--- src/rtl/usbep_pkg.sv ---
package usbep_pkg;
  localparam int NUM_EP    = 4;
  localparam int EP_IDX_W  = $clog2(NUM_EP);
  localparam int WORD_W    = 16;
  localparam int FRAME_W   = 11;
  localparam int DEVADDR_W = 7;
  localparam int BUS_AW    = 4;
  localparam int CTRL_W    = 6;

  // control word bit positions
  localparam int B_EN   = 0;
  localparam int B_ARM  = 1;
  localparam int B_STL  = 2;
  localparam int B_DIR  = 3;
  localparam int B_ISO  = 4;
  localparam int B_ZLP  = 5;

  // word addresses
  localparam int A_FRAME   = 0;
  localparam int A_DEVADDR = 1;
  localparam int A_CMD     = 2;
  localparam int A_EP_BASE = 4;

  typedef logic [CTRL_W-1:0] ctrl_t;

  typedef enum logic [2:0] {
    HS_IGNORE  = 3'd0,
    HS_NAK     = 3'd1,
    HS_STALL   = 3'd2,
    HS_ZLP     = 3'd3,
    HS_PROCEED = 3'd4
  } hs_e;

  // control -> datapath clear requests, one bit per endpoint
  typedef struct packed {
    logic [NUM_EP-1:0] stallClr;
    logic [NUM_EP-1:0] armClr;
  } strobe_t;
endpackage

--- src/rtl/ep_regfile.sv ---
module ep_regfile
  import usbep_pkg::*;
(
  input  logic                 clk,
  input  logic                 rstN,
  input  logic                 busSel,
  input  logic                 busWr,
  input  logic [BUS_AW-1:0]    busAddr,
  input  logic [WORD_W-1:0]    busWdata,
  output logic [WORD_W-1:0]    busRdata,
  input  logic                 sofValid,
  input  logic [FRAME_W-1:0]   sofFrame,
  input  strobe_t              strobe,
  output ctrl_t [NUM_EP-1:0]   epWords,
  output logic [DEVADDR_W-1:0] devAddr,
  output logic                 cmdDoneValid,
  output logic                 cmdDoneErr
);
  logic wrEn;
  logic [NUM_EP-1:0] wrHit;
  logic [FRAME_W-1:0] frameReg;
  logic [DEVADDR_W-1:0] addrReg;
  logic cmdHit;
  logic unusedWdata;

  assign wrEn   = busSel && busWr;
  assign cmdHit = wrEn && (busAddr == BUS_AW'(A_CMD));
  assign unusedWdata = ^busWdata[WORD_W-1:DEVADDR_W];

  for (genvar e = 0; e < NUM_EP; e++) begin : g_ep
    localparam logic [BUS_AW-1:0] EP_ADDR = BUS_AW'(A_EP_BASE + e);
    assign wrHit[e] = wrEn && (busAddr == EP_ADDR);

    always_ff @(posedge clk) begin
      if (!rstN) begin
        epWords[e] <= '0;
      end else if (wrHit[e]) begin
        epWords[e] <= busWdata[CTRL_W-1:0];
      end else begin
        if (strobe.stallClr[e]) epWords[e][B_STL] <= 1'b0;
        if (strobe.armClr[e])   epWords[e][B_ARM] <= 1'b0;
      end
    end

    p_write_wins_r13: assert property (@(posedge clk) disable iff (!rstN)
      wrHit[e] |=> epWords[e] == $past(busWdata[CTRL_W-1:0]));
    p_stall_one_shot_r6: assert property (@(posedge clk) disable iff (!rstN)
      (strobe.stallClr[e] && !wrHit[e]) |=> !epWords[e][B_STL]);
    p_arm_cleared_r7: assert property (@(posedge clk) disable iff (!rstN)
      (strobe.armClr[e] && !wrHit[e]) |=> !epWords[e][B_ARM]);
  end

  always_ff @(posedge clk) begin
    if (!rstN) begin
      frameReg     <= '0;
      addrReg      <= '0;
      cmdDoneValid <= 1'b0;
      cmdDoneErr   <= 1'b0;
    end else begin
      if (sofValid) frameReg <= sofFrame;
      if (wrEn && busAddr == BUS_AW'(A_DEVADDR)) addrReg <= busWdata[DEVADDR_W-1:0];
      cmdDoneValid <= cmdHit;
      if (cmdHit) cmdDoneErr <= busWdata[0];
    end
  end

  assign devAddr = addrReg;

  always_comb begin
    busRdata = '0;
    if (busAddr == BUS_AW'(A_FRAME))   busRdata = WORD_W'(frameReg);
    if (busAddr == BUS_AW'(A_DEVADDR)) busRdata = WORD_W'(addrReg);
    for (int i = 0; i < NUM_EP; i++) begin
      if (busAddr == BUS_AW'(A_EP_BASE + i)) busRdata = WORD_W'(epWords[i]);
    end
  end

  p_frame_latch_r10: assert property (@(posedge clk) disable iff (!rstN)
    sofValid |=> frameReg == $past(sofFrame));
  p_cmd_pulse_r12: assert property (@(posedge clk) disable iff (!rstN)
    cmdHit |=> cmdDoneValid && (cmdDoneErr == $past(busWdata[0])));
  p_cmd_single_r12: assert property (@(posedge clk) disable iff (!rstN)
    !cmdHit |=> !cmdDoneValid);
endmodule

--- src/rtl/ep_hs_ctrl.sv ---
module ep_hs_ctrl
  import usbep_pkg::*;
(
  input  logic                clk,
  input  logic                rstN,
  input  logic                tokValid,
  input  logic [EP_IDX_W-1:0] tokEp,
  input  logic                tokIn,
  input  logic                doneValid,
  input  logic [EP_IDX_W-1:0] doneEp,
  input  ctrl_t [NUM_EP-1:0]  epWords,
  output strobe_t             strobe,
  output logic                hsValid,
  output hs_e                 hsCode,
  output logic [EP_IDX_W-1:0] hsEp
);
  ctrl_t cur;
  hs_e   decide;

  assign cur = epWords[tokEp];

  always_comb begin
    decide = HS_IGNORE;
    if (!cur[B_EN] || (cur[B_DIR] != tokIn)) begin
      decide = HS_IGNORE;
    end else if (cur[B_ISO]) begin
      if (cur[B_ARM]) decide = cur[B_ZLP] ? HS_ZLP : HS_PROCEED;
      else            decide = HS_IGNORE;
    end else if (cur[B_STL]) begin
      decide = HS_STALL;
    end else if (!cur[B_ARM]) begin
      decide = HS_NAK;
    end else begin
      decide = cur[B_ZLP] ? HS_ZLP : HS_PROCEED;
    end
  end

  always_comb begin
    strobe.stallClr = '0;
    strobe.armClr   = '0;
    if (tokValid && decide == HS_STALL) strobe.stallClr = NUM_EP'(1) << tokEp;
    if (doneValid) strobe.armClr = NUM_EP'(1) << doneEp;
  end

  always_ff @(posedge clk) begin
    if (!rstN) begin
      hsValid <= 1'b0;
      hsCode  <= HS_IGNORE;
      hsEp    <= '0;
    end else begin
      hsValid <= tokValid;
      hsCode  <= tokValid ? decide : HS_IGNORE;
      hsEp    <= tokEp;
    end
  end

  p_reply_timing_r3: assert property (@(posedge clk) disable iff (!rstN)
    tokValid |=> hsValid && hsEp == $past(tokEp));
  p_no_spurious_r3: assert property (@(posedge clk) disable iff (!rstN)
    !tokValid |=> !hsValid);
  p_disabled_ignored_r4: assert property (@(posedge clk) disable iff (!rstN)
    (tokValid && !cur[B_EN]) |=> hsCode == HS_IGNORE);
  p_unarmed_nak_r5: assert property (@(posedge clk) disable iff (!rstN)
    (tokValid && cur[B_EN] && cur[B_DIR] == tokIn && !cur[B_ISO] && !cur[B_STL] && !cur[B_ARM])
      |=> hsCode == HS_NAK);
  p_dir_mismatch_r8: assert property (@(posedge clk) disable iff (!rstN)
    (tokValid && cur[B_DIR] != tokIn) |=> hsCode == HS_IGNORE);
  p_iso_no_nak_stall_r9: assert property (@(posedge clk) disable iff (!rstN)
    (tokValid && cur[B_ISO]) |=> (hsCode != HS_NAK && hsCode != HS_STALL));
endmodule

--- src/rtl/usb_ep_ctrl.sv ---
module usb_ep_ctrl
  import usbep_pkg::*;
(
  input  logic                 clk,
  input  logic                 rstN,
  input  logic                 busSel,
  input  logic                 busWr,
  input  logic [BUS_AW-1:0]    busAddr,
  input  logic [WORD_W-1:0]    busWdata,
  output logic [WORD_W-1:0]    busRdata,
  input  logic                 sofValid,
  input  logic [FRAME_W-1:0]   sofFrame,
  input  logic                 tokValid,
  input  logic [EP_IDX_W-1:0]  tokEp,
  input  logic                 tokIn,
  input  logic                 doneValid,
  input  logic [EP_IDX_W-1:0]  doneEp,
  output logic                 hsValid,
  output logic [2:0]           hsCode,
  output logic [EP_IDX_W-1:0]  hsEp,
  output logic [DEVADDR_W-1:0] devAddr,
  output logic                 cmdDoneValid,
  output logic                 cmdDoneErr
);
  strobe_t            strobe;
  ctrl_t [NUM_EP-1:0] epWords;
  hs_e                hsCodeE;

  ep_regfile u_regs (
    .clk(clk), .rstN(rstN),
    .busSel(busSel), .busWr(busWr), .busAddr(busAddr),
    .busWdata(busWdata), .busRdata(busRdata),
    .sofValid(sofValid), .sofFrame(sofFrame),
    .strobe(strobe), .epWords(epWords), .devAddr(devAddr),
    .cmdDoneValid(cmdDoneValid), .cmdDoneErr(cmdDoneErr)
  );

  ep_hs_ctrl u_ctrl (
    .clk(clk), .rstN(rstN),
    .tokValid(tokValid), .tokEp(tokEp), .tokIn(tokIn),
    .doneValid(doneValid), .doneEp(doneEp),
    .epWords(epWords), .strobe(strobe),
    .hsValid(hsValid), .hsCode(hsCodeE), .hsEp(hsEp)
  );

  assign hsCode = hsCodeE;
endmodule

--- config.mk ---
export PLATFORM = sky130hd
export DESIGN_NAME = usb_ep_ctrl
export DESIGN_NICKNAME = d
export VERILOG_FILES = /design/src/rtl/usbep_pkg.sv /design/src/rtl/ep_regfile.sv /design/src/rtl/ep_hs_ctrl.sv /design/src/rtl/usb_ep_ctrl.sv
export SDC_FILE = /design/constraint.sdc
export NUM_CORES = 1
export LEC_CHECK = 0
export ABC_AREA = 1
export BUFFER_PORTS_ARGS = -buffer_cell sky130_fd_sc_hd__buf_2
export CORE_ASPECT_RATIO = 0.75
export CORE_MARGIN = 5
export CORE_UTILIZATION = 56
export CTS_CLUSTER_DIAMETER = 30
export DETAILED_ROUTE_END_ITERATION = 12
export GPL_TIMING_DRIVEN = 0
export PLACE_DENSITY = 0.91
export SLEW_MARGIN = 40
export SYNTH_ARGS = -nofsm -noshare
export SYNTH_HDL_FRONTEND = slang
export SYNTH_HIERARCHICAL = 1
export SYNTH_SLANG_ARGS = --single-unit
--- constraint.sdc ---
create_clock -name clk -period 4.4 [get_ports clk]
set_input_delay 0.88 -clock clk [delete_from_list [all_inputs] [get_ports clk]]
set_output_delay 0.88 -clock clk [all_outputs]
set_load 0.02 [all_outputs]
After elaboration in Yosys (flattened, before gate mapping) --
Index checks and enable logic that the tools add are counted.
Word-level totals: flip-flop bits (word level) 50, bits of input ports 43
Operators by class: order comparisons 1, eq/ne operators 8, shifts and indexed selects 2, multiplexer cells 28, reduce and logical (&&, ||, !) cells 20
Operator list (count):
- 11-bit 2-to-1 mux | 6
- 3-bit 2-to-1 mux | 6
- 4-bit by 3-bit == test with 1-bit output (second input constant) | 4
- 2-bit nonzero test | 8
- 6-bit binary-select mux with 2-bit select | 1
- 1-bit logical AND | 8
- 1-bit 2-to-1 mux | 8
- 2-bit 2-to-1 mux | 4
- 4-bit 2-to-1 mux | 2
- 1-bit by 2-bit left shift with 4-bit output (first input constant) | 2
- 6-bit 2-to-1 mux | 1
- 4-bit by 1-bit == test with 1-bit output (second input constant) | 1
- 4-bit by 2-bit == test with 1-bit output (second input constant) | 1
- 4-bit logical NOT | 1
- 3-bit by 2-bit == test with 1-bit output (second input constant) | 1
- 2-bit by 3-bit less-than comparator with 1-bit output (second input constant) | 1
- 2-bit AND reduction | 1
- 1-bit logical NOT | 1
- 1-bit logical OR | 1
- 1-bit inequality test | 1

Depth between registers and ports, before layout --
word-level depth 12, mapped depth 15, gate-level depth less buffers 13

By module --
Netlist, hierarchy kept.
By module, submodules not included:
- ep_regfile | instances 1, cells each 293, area each 2048.2 um^2, seq. area each 880.8 um^2
- ep_hs_ctrl | instances 1, cells each 109, area each 594.3 um^2, seq. area each 120.1 um^2

Worst setup path after synthesis --
OpenSTA, ideal clock, no wires.
path kind input to output, start point input busAddr[3], end point output busRdata[10], arrival 1680 ps, required time 3520 ps, setup slack 1840 ps, stages 4, path buffers 1, cells stage by stage nor2_2 -> buf_2 -> nand2_1 -> nor2_1
On the way: cells in the longest elaborated chain, start to end 7, elaborated cells on any way between the ends 12, those cells by class eq/ne (5); mux (6); reduce/logical (1)
RTL lines:
- start, declared | line usb_ep_ctrl.sv:8 | input logic [BUS_AW-1:0] busAddr,
- 4-bit logical NOT | line ep_regfile.sv:71 | if (busAddr == BUS_AW'(A_FRAME)) busRdata = WORD_W'(frameReg);
- 11-bit 2-to-1 mux | line ep_regfile.sv:71
- 11-bit 2-to-1 mux | line ep_regfile.sv:72 | if (busAddr == BUS_AW'(A_DEVADDR)) busRdata = WORD_W'(addrReg);
- 11-bit 2-to-1 mux (3 in a row) | line ep_regfile.sv:74 | if (busAddr == BUS_AW'(A_EP_BASE + i)) busRdata = WORD_W'(epWords[i]);
- 11-bit 2-to-1 mux * | line ep_regfile.sv:74
- end, declared | line usb_ep_ctrl.sv:10 | output logic [WORD_W-1:0] busRdata,
Mark *: on every way between the ends. The rest lies on a longest branch, timed or not.

Final worst setup path --
start point input busAddr[3], end point output busRdata[5]
The elaborated chain is that of the path after synthesis.

==> reports/results.tsv <==
stage	metric	value	unit
global_routing	grt met1 use	0.321	
final_layout	most frequent cells in the layout	nand2_1, buf_2, dfxtp_1	
clock_tree	hold buffer count at CTS	0	
timing	Period minus WS final	2.93	ns
final_layout	most common cell after layout, fill and taps aside	nand2_1	
setup_path	CP endpoint kind	output port	
placed_design	Port Buffers	58	
final_layout	nets	514	
drt	vias	2865	
power	Comb pwr share	0.127	
setup_path	worst path required time	3.52	ns
worst_hold_path	Tightest Hold Check Type	reg -> reg	
clock_tree	CTS clk-pin slew, worst paths	0.09	ns
yosys	Yosys reg bits	50	
setup_path	crit path max fanout	10	
clock_tree	clk root buf	clkbuf_8	
floorplanning	core area	4520	um^2
power	Static Leak	1.44	nW
yosys	Cell variety after synth	27	
global_routing	grt met2 use	0.345	
power	Int Pwr	0.000626	W
yosys	Yosys top cell area share	0.379	
drt	# DRC	0	
run_status	outcome	completed	
global_routing	largest net degree at the start of global routing	16	
clock_tree	Sink Count	50	
global_routing	initial antenna violation count	0	
setup_path	reg2reg path depth	10	
floorplanning	die width	89.3	um
global_routing	first-pass GRT wire length	11300	um
global_routing	met3 usage	0.0475	
power	P_sw	0.000233	W
timing	final setup TNS	0	ns
power	Peak supply drop	0.168	mV
timing	Final Max Slew Viols	0	
setup_path	Crit path arrival time	2.05	ns
timing	Worst Tran Pin Value	0.621	ns
drt	WL final	7140	um
global_routing	grt peak-use layer	met2	
yosys	cell area after synthesis	2640	um^2
timing	final period utilization	0.665	
clock_tree	Clock Tree Buf Depth	2	
floorplanning	I/O pins	74	
power	clock group share of total power	0.329	
final_layout	Finished Layout Cells	529	
drt	Vias/cell	5.42	
placed_design	gpl congestion	0.928	
yosys	Cells after Synth	402	
drt	First DRT Iteration DRCs	230	
clock_tree	TritonCTS clock tree	yes	
floorplanning	Initial Util	0.585	
clock_tree	number of gates resized after cts	0	
global_routing	GRT overflow	0	
job	max_cap viols	0	
drt	TritonRoute pass-1 iters	7	
drt	remaining antenna violation count	0	
worst_hold_path	Hold Path Cell Cnt	2	
floorplanning	Die Y	69.5	um
clock_tree	post-CTS setup buffers	0	
final_layout	layout cells sized above 1	0.218	
power	sequential power share	0.545	
power	PwrDens	276	nW/um^2
floorplanning	row cnt	21	
timing	Slew HR	0.586	
setup_path	critical path class	in -> out	
timing	clk_skew	0.00746	ns
yosys	top post-synthesis cells by area	dfxtp_1, nand2_1, nand3_1	
timing	Final Hold Vio Count	0	
clock_tree	CTS HTree Levels	2	
timing	final setup vio count	0	
clock_tree	CTS Buf Count	5	
floorplanning	Die Area	6210	um^2
yosys	Ys Warns	6	
placed_design	hpwl dp	5390	um
final_layout	area growth from synthesis to layout	17.9	%
timing	RSZ-0062 raised after global routing	false	
global_routing	Tot GR Track Use	0.229	
timing	Max Fclk	342	MHz
yosys	post-synthesis sequential area ratio	0.379	
drt	WL/cell	13.5	um
clock_tree	worst skew pair latency	0.32	ns
setup_path	Worst Setup Start Kind	input port	
global_routing	vias in the first global route	2514	
power	Switching Fraction	0.271	
final_layout	Antenna diodes	0	
placed_design	Placed Cells	521	
yosys	syn avg cell area	6.57	um^2
yosys	post-synth top area cell	dfxtp_1	
[path summary, 6_finish.rpt]
kind                                        from                              end  slack, ns
setup / recovery                      busAddr[3]                      busRdata[5]       1.47
hold / removal    u_regs/cmdDoneErr$_SDFFE_PN0P_   u_regs/cmdDoneErr$_SDFFE_PN0P_       0.46
setup reg to reg  u_regs/epWords[7]$_SDFFE_PN0P_  u_regs/epWords[20]$_SDFFE_PN0P_       2.90
hold reg to reg   u_regs/cmdDoneErr$_SDFFE_PN0P_   u_regs/cmdDoneErr$_SDFFE_PN0P_       0.46
[final cells by class]
class	count	area [um^2]
flip-flops and latches	50	1000
inverters	43	169
fillers	410	1410
multi-input cells	293	1350
well taps	57	71.3
clock inverters	2	12.5
plain buffers	20	140
repair buffers	58	290
clock buffers	6	82.6
[per-layer routing]
layer	wire, um	share of wire	vias up
met2	3050	0.43	165
li1	-	-	1404
met3	833	0.12	27
met4	185	0.026	0
met1	3080	0.43	1269
met5	0	0	-
[critical path: stages]
cell and delay [ns]:
buf_2 0.12, nor2_2 0.27, buf_2 0.28, nand3_1 0.12
nand2_1 0.09, nor2_1 0.05, nand4_1 0.07, buf_2 0.16
[synthesized netlist by cell type, drive strengths merged]
cell and number:
clkbuf 4, o21ai 28, conb 1, nor3 6, and3 1, nand2 116
clkinv 1, nand4 7, buf 16, dfxtp 50, nor2 56, nand3 40
nand3b 2, inv 42, a21oi 32
[metrics by stage]
stage          setup slack (ns)  total power, W  utilization  hold WS [ns]  cell area (um^2)
6_report                   1.47        0.000860        0.689         0.459              3110
5_1_grt                    1.33        0.000890        0.689         0.482              3110
4_1_cts                    1.49        0.000859        0.689         0.459              3110
3_5_place_dp               1.51        0.000585        0.668         0.446              3020
3_3_place_gp               1.53        0.000582        0.668         0.441              3020
2_1_floorplan              1.84        0.000544            -         0.434              2660
[cell families after synthesis]
family,count (synthesis),synth area share
AO/OA/AOI/OAI,60,0.118
buffers and inverters,63,0.117
flip-flops,50,0.379
other,1,0.00142
AND/OR/NAND/NOR,228,0.385
[state kept, by name, summed over array words and instances (netlist names)]
name                 count
u_regs/epWords          24
u_ctrl/hsCode            3
u_regs/cmdDoneErr        1
u_ctrl/hsValid           1
u_regs/devAddr           7
u_ctrl/hsEp              2
u_regs/cmdDoneValid      1
u_regs/frameReg         11
[power groups by stage]
stage / clock network (W) / logic (W) / registers (W)
floorplan: 0 / 0.0000634 / 0.000480
global placement: 0 / 0.000104 / 0.000478
detailed placement: 0 / 0.000106 / 0.000479
CTS: 0.000284 / 0.000107 / 0.000468
global route: 0.000301 / 0.000119 / 0.000469
finish: 0.000283 / 0.000109 / 0.000468
Power figures use the tool's default switching activity.
